**config.mk**
```make
export PLATFORM = sky130hd
export DESIGN_NAME = jspi_bridge
export DESIGN_NICKNAME = d
export VERILOG_FILES = /design/src/rtl/jspi_pkg.sv /design/src/rtl/jspi_seq.sv /design/src/rtl/jspi_sck_gate.sv /design/src/rtl/jspi_ret.sv /design/src/rtl/jspi_bridge.sv
export SDC_FILE = /design/constraint.sdc
export NUM_CORES = 1
export LEC_CHECK = 0
export ABC_AREA = 1
export BUFFER_PORTS_ARGS = -buffer_cell sky130_fd_sc_hd__buf_2
export CORE_MARGIN = 2
export CORE_UTILIZATION = 43
export DETAILED_ROUTE_END_ITERATION = 16
export HOLD_SLACK_MARGIN = 0.08
export SYNTH_ARGS = -nofsm -noshare
export SYNTH_HDL_FRONTEND = slang
export SYNTH_HIERARCHICAL = 1
export SYNTH_SLANG_ARGS = --single-unit
```
**constraint.sdc**
```tcl
create_clock -name tck -period 2.2 [get_ports tck]
set_clock_uncertainty 0.1 [all_clocks]
set_input_delay 0.22 -clock tck [delete_from_list [all_inputs] [get_ports tck]]
set_output_delay 0.22 -clock tck [all_outputs]
set_load 0.005 [all_outputs]
```
**src/rtl/jspi_pkg.sv**
```systemverilog
package jspi_pkg;
    typedef enum logic [1:0] {
        ST_HUNT,
        ST_HDR,
        ST_XFER,
        ST_HOLD
    } jspi_state_e;
endpackage

```
**src/rtl/jspi_seq.sv**
```systemverilog
module jspi_seq
    import jspi_pkg::*;
#(
    parameter int LEN_W = 32
) (
    input  logic tck,
    input  logic tlr,
    input  logic active,
    input  logic tdi,
    output logic in_xfer
);
    localparam int IDX_W = $clog2(LEN_W);
    localparam logic [IDX_W-1:0] IDX_LAST = IDX_W'(LEN_W - 1);

    jspi_state_e      st, st_nx;
    logic [IDX_W-1:0] hdr_idx;
    logic [LEN_W-1:0] remain;
    logic             hdr_last;
    logic             remain_zero;

    assign hdr_last    = (hdr_idx == IDX_LAST);
    assign remain_zero = (remain == '0);

    // next-state logic
    always_comb begin
        st_nx = st;
        if (!active) begin
            st_nx = ST_HUNT;
        end else begin
            unique case (st)
                ST_HUNT: if (tdi)         st_nx = ST_HDR;
                ST_HDR:  if (hdr_last)    st_nx = ST_XFER;
                ST_XFER: if (remain_zero) st_nx = ST_HOLD;
                ST_HOLD:                  st_nx = ST_HOLD;
            endcase
        end
    end

    // state register
    always_ff @(posedge tck or posedge tlr) begin
        if (tlr) st <= ST_HUNT;
        else     st <= st_nx;
    end

    // length word shifts straight into the down-counter
    always_ff @(posedge tck or posedge tlr) begin
        if (tlr) begin
            hdr_idx <= '0;
            remain  <= '0;
        end else begin
            unique case (st)
                ST_HUNT: hdr_idx <= '0;
                ST_HDR: begin
                    hdr_idx <= hdr_idx + IDX_W'(1);
                    remain  <= {remain[LEN_W-2:0], tdi};
                end
                ST_XFER: if (!remain_zero) remain <= remain - LEN_W'(1);
                ST_HOLD: hdr_idx <= '0;
            endcase
        end
    end

    // outputs
    always_comb begin
        in_xfer = (st == ST_XFER) && active;
    end
endmodule

```
**src/rtl/jspi_sck_gate.sv**
```systemverilog
module jspi_sck_gate (
    input  logic tck,
    input  logic tlr,
    input  logic run,
    output logic sck
);
    logic en_lo;

    // enable changes only while tck is low, so the AND cannot glitch
    always_ff @(negedge tck or posedge tlr) begin
        if (tlr) en_lo <= 1'b0;
        else     en_lo <= run;
    end

    assign sck = tck & en_lo;
endmodule

```
**src/rtl/jspi_ret.sv**
```systemverilog
module jspi_ret (
    input  logic tck,
    input  logic tlr,
    input  logic miso,
    output logic tdo
);
    logic miso_q;

    always_ff @(posedge tck or posedge tlr) begin
        if (tlr) miso_q <= 1'b0;
        else     miso_q <= miso;
    end

    always_ff @(negedge tck or posedge tlr) begin
        if (tlr) tdo <= 1'b0;
        else     tdo <= miso_q;
    end
endmodule

```
**src/rtl/jspi_bridge.sv**
```systemverilog
module jspi_bridge #(
    parameter int LEN_W = 32
) (
    input  logic tck,
    input  logic tap_tlr,
    input  logic shift_dr,
    input  logic user_sel,
    input  logic tdi,
    input  logic miso,
    output logic tdo,
    output logic sck,
    output logic mosi,
    output logic cs_n
);
    logic active;
    logic in_xfer;

    assign active = shift_dr & user_sel;

    jspi_seq #(.LEN_W(LEN_W)) u_seq (
        .tck     (tck),
        .tlr     (tap_tlr),
        .active  (active),
        .tdi     (tdi),
        .in_xfer (in_xfer)
    );

    jspi_sck_gate u_gate (
        .tck (tck),
        .tlr (tap_tlr),
        .run (in_xfer),
        .sck (sck)
    );

    jspi_ret u_ret (
        .tck  (tck),
        .tlr  (tap_tlr),
        .miso (miso),
        .tdo  (tdo)
    );

    assign cs_n = ~in_xfer;
    assign mosi = tdi;
endmodule

```
==> run_summary.xml <==
<?xml version="1.0" encoding="UTF-8"?>
<metrics>
  <group name="timing">
    <metric name="slew_headroom" unit="">0.654</metric>
    <metric name="worstMarginPinSlew" unit="ns">0.519</metric>
    <metric name="maxSlewViolCount" unit="">0</metric>
    <metric name="finalWorstSetupSlack" unit="ns">-0.209</metric>
    <metric name="setup_violations" unit="">3</metric>
    <metric name="final.setup.tns" unit="ns">-0.332</metric>
    <metric name="unrepaired_setup_endpoints_after_global_routing" unit="">true</metric>
    <metric name="final_count_of_hold_timing_violations" unit="">0</metric>
  </group>
  <group name="final_layout">
    <metric name="multiInputGateArea" unit="um^2">1860</metric>
    <metric name="number_of_filler_cells_placed_in_the_layout" unit="">763</metric>
    <metric name="syn2layout_area_growth" unit="%">10.9</metric>
    <metric name="final-seq-area" unit="um^2">1050</metric>
    <metric name="final_core_utilization" unit="">0.493</metric>
    <metric name="layout-drive-gt1-share" unit="">0.153</metric>
    <metric name="n_antenna_cell" unit="">0</metric>
    <metric name="fin_area" unit="um^2">3590</metric>
    <metric name="final_net_count" unit="">514</metric>
  </group>
  <group name="synthesis">
    <metric name="post_synth_num_cell_types" unit="">30</metric>
    <metric name="netlist_area" unit="um^2">3240</metric>
    <metric name="synth_edf_count" unit="">0</metric>
    <metric name="yosys-top-cells-area" unit="">sky130_fd_sc_hd__dfrtp_1 31%, sky130_fd_sc_hd__nand2_1 15%, sky130_fd_sc_hd__nand3_1 10%</metric>
    <metric name="syn-num-nets" unit="">498</metric>
    <metric name="postSynthAreaPerCell" unit="um^2">6.68</metric>
    <metric name="synth_seq_area_share" unit="">0.324</metric>
    <metric name="netlist.area_leader.share" unit="">0.309</metric>
    <metric name="most_used_flip_flop_cell_after_synthesis" unit="">sky130_fd_sc_hd__dfrtp_1</metric>
    <metric name="cell_type_with_the_largest_total_area_after_synthesis" unit="">sky130_fd_sc_hd__dfrtp_1</metric>
    <metric name="gate_count_post_synth" unit="">485</metric>
    <metric name="synth_warnings" unit="">6</metric>
    <metric name="async_flop_share" unit="">1.00</metric>
    <metric name="synth.ff_latch_count" unit="">42</metric>
  </group>
  <group name="pwr">
    <metric name="power_density" unit="nW/um^2">1380</metric>
    <metric name="leakage" unit="uW">0.00186</metric>
    <metric name="worst_ir_drop_on_vdd" unit="V">0.000659</metric>
  </group>
  <group name="global_route">
    <metric name="global_route.overflow_total" unit="">0</metric>
    <metric name="grt_usage" unit="">0.202</metric>
    <metric name="antenna_violations_before_repair" unit="">0</metric>
    <metric name="first_global_vias" unit="">2915</metric>
    <metric name="grt_max_degree" unit="">45</metric>
    <metric name="grt_pass1_wl" unit="mm">13.5</metric>
  </group>
  <group name="routing">
    <metric name="wl_per_cell" unit="um">12.8</metric>
    <metric name="total_met3_wirelength_after_detailed_routing" unit="um">316</metric>
    <metric name="post_dr_vias_cell" unit="">5.11</metric>
    <metric name="wl_met2" unit="mm">3.53</metric>
    <metric name="route.antenna.remaining_nets" unit="">0</metric>
    <metric name="dr.max_layer_used" unit="">met4</metric>
    <metric name="routed_wirelength" unit="mm">7.68</metric>
    <metric name="route.detailed.drc" unit="">0</metric>
    <metric name="dr_total_vias" unit="">3069</metric>
    <metric name="drt-initial-drc-count" unit="">234</metric>
    <metric name="wirelength_met1" unit="mm">3.73</metric>
    <metric name="firstDrtPassIters" unit="">5</metric>
  </group>
  <group name="cts">
    <metric name="cts_setup_buffers" unit="">0</metric>
    <metric name="tritoncts" unit="">done</metric>
    <metric name="worst_setup_hold_path_clk_slew" unit="ns">0.08</metric>
    <metric name="worstSkewPairLatency" unit="ns">0.41</metric>
  </group>
  <group name="place">
    <metric name="gp_congestion" unit="">0.932</metric>
    <metric name="post-dp-hpwl" unit="mm">5.60</metric>
    <metric name="placed_instance_area" unit="um^2">3390</metric>
    <metric name="placement.setup.worst_slack" unit="ns">0.113</metric>
    <metric name="place.port_buffers" unit="">9</metric>
  </group>
  <group name="die">
    <metric name="top_level_ports" unit="">10</metric>
    <metric name="die-area" unit="um^2">8250</metric>
    <metric name="initial_utilization" unit="">0.445</metric>
    <metric name="die_x" unit="um">90.8</metric>
    <metric name="core_region_area" unit="um^2">7290</metric>
    <metric name="fp.dieH" unit="um">90.8</metric>
    <metric name="floorplan.rows" unit="">31</metric>
  </group>
  <group name="critical_path">
    <metric name="cp_endpoint_kind" unit="">output port</metric>
    <metric name="worst-endpoint-required" unit="ns">1.88</metric>
    <metric name="critPathLaunchType" unit="">flop</metric>
    <metric name="critical_path_class" unit="">flop to output port</metric>
    <metric name="cp.arrival" unit="ns">2.09</metric>
    <metric name="cp_max_fo" unit="">1</metric>
  </group>
  <group name="status">
    <metric name="status" unit="">complete, but fails checks</metric>
    <metric name="failed_checks" unit="">negative setup slack</metric>
  </group>
  <group name="job">
    <metric name="max-cap-violations" unit="">0</metric>
  </group>
  <group name="worst_hold_path">
    <metric name="worst_hold_path_type" unit="">primary input to asynchronous set/reset pin</metric>
  </group>
</metrics>
-- Yosys cell counts (3+ instances only) --
library cell / number
sky130_fd_sc_hd__a21oi_1: 6
sky130_fd_sc_hd__buf_6: 5
sky130_fd_sc_hd__clkbuf_1: 7
sky130_fd_sc_hd__dfrtp_1: 40
sky130_fd_sc_hd__ha_1: 7
sky130_fd_sc_hd__inv_1: 64
sky130_fd_sc_hd__nand2_1: 133
sky130_fd_sc_hd__nand2_2: 12
sky130_fd_sc_hd__nand2_4: 3
sky130_fd_sc_hd__nand3_1: 66
sky130_fd_sc_hd__nand3_2: 7
sky130_fd_sc_hd__nand4_1: 5
sky130_fd_sc_hd__nor2_1: 58
sky130_fd_sc_hd__nor2_2: 7
sky130_fd_sc_hd__nor2_4: 4
sky130_fd_sc_hd__o21ai_0: 28
sky130_fd_sc_hd__o21ai_2: 12
sky130_fd_sc_hd__o21bai_1: 3
sky130_fd_sc_hd__xor2_1: 4
-- where the power goes --
part           switching, uW  internal, uW
registers                340          1030
logic                   1920           902
clock network            305           455
-- stage by stage --
| stage | hold slack (ns) | total power (uW) | std cells |
|---|---|---|---|
| finish | 0.122 | 4960 | 601 |
| global route | 0.144 | 5490 | 601 |
| CTS | 0.104 | 4980 | 601 |
| detailed placement | -0.00528 | 4170 | 585 |
| global placement | -0.0107 | 4160 | 585 |
| floorplan | -0.139 | 3580 | 485 |
-- cells by family (layout without fill, tap and decap cells) --
kind of cell / after synthesis / in the layout / synth area share
AND/OR/NAND/NOR: 300 / 300 / 0.433
buffers and inverters: 80 / 97 / 0.107
AO/OA/AOI/OAI: 52 / 52 / 0.0980
flip-flops: 42 / 42 / 0.324
adder cells (fa/ha/maj): 7 / 7 / 0.0270
XOR/XNOR: 4 / 4 / 0.0108
-- repair_timing --
item,4_1_cts,5_1_grt
pin swaps,0,0
hold endpoints to repair,44,0
endpoints found under the setup margin,3,6
resized for setup,0,1
hold buffers,5,0
-- cell type report --
| class | count | share of cell area |
|---|---|---|
| flip-flops and latches | 42 | 0.292 |
| clock buffers | 10 | 0.0331 |
| inverters | 63 | 0.0658 |
| well taps | 99 | 0.0345 |
| repair buffers | 21 | 0.0463 |
| multi-input cells | 363 | 0.517 |
| clock inverters | 3 | 0.0115 |
-- metal layers --
layer  global-route usage  up-vias
li1                     -     1566
met1                0.263     1415
met2                0.339       75
met3               0.0292       13
met4               0.0770        0
met5                    0        -
-- final timing paths --
kind | cells after the start | to | slack [ns] | startpoint
max in group asynchronous | 3 | u_ret/tdo$_DFF_NP0_ | 0.77 | tap_tlr
min in group tck | 2 | u_ret/miso_q$_DFF_PP0_ | 0.37 | miso
max | 3 | sck | -0.21 | u_gate/en_lo$_DFF_NP0_
min | 3 | u_ret/miso_q$_DFF_PP0_ | 0.12 | tap_tlr
max reg2reg | 3 | u_gate/en_lo$_DFF_NP0_ | 0.12 | u_seq/st[1]$_DFFE_PP0P_
min reg2reg | 2 | u_seq/hdr_idx[4]$_DFFE_PP0P_ | 0.39 | u_seq/hdr_idx[4]$_DFFE_PP0P_
-- cell usage in the layout, fill, tap and decap left out, drive strengths merged --
| master | instances |
|---|---|
| nand2 | 148 |
| nand3 | 73 |
| nor2 | 70 |
| inv | 64 |
| dfrtp | 40 |
| o21ai | 40 |
| buf | 17 |
| clkbuf | 9 |
| ha | 7 |
| a21oi | 6 |
| nand4 | 6 |
| dlygate4sd3 | 5 |
| xor2 | 4 |
| o21bai | 3 |
| dfrtn | 2 |
| nor3 | 2 |
| bufinv | 1 |
| clkinvlp | 1 |
| o22ai | 1 |
| a31oi | 1 |
| or2 | 1 |
| a22oi | 1 |
-- critical path: stages, from the launching register on --
cell	delay, ns
sky130_fd_sc_hd__dfrtn_1	0.39
sky130_fd_sc_hd__nand2_1	0.05
sky130_fd_sc_hd__inv_1	0.04
sky130_fd_sc_hd__buf_2	0.10
-- sequential cells by signal (all words and copies together), names as in the netlist --
register,cells
u_gate/en_lo,1
u_seq/remain,32
u_seq/hdr_idx,5
u_seq/st,2
u_ret/miso_q,1
u_ret/tdo,1
Power figures use the tool's default switching activity.
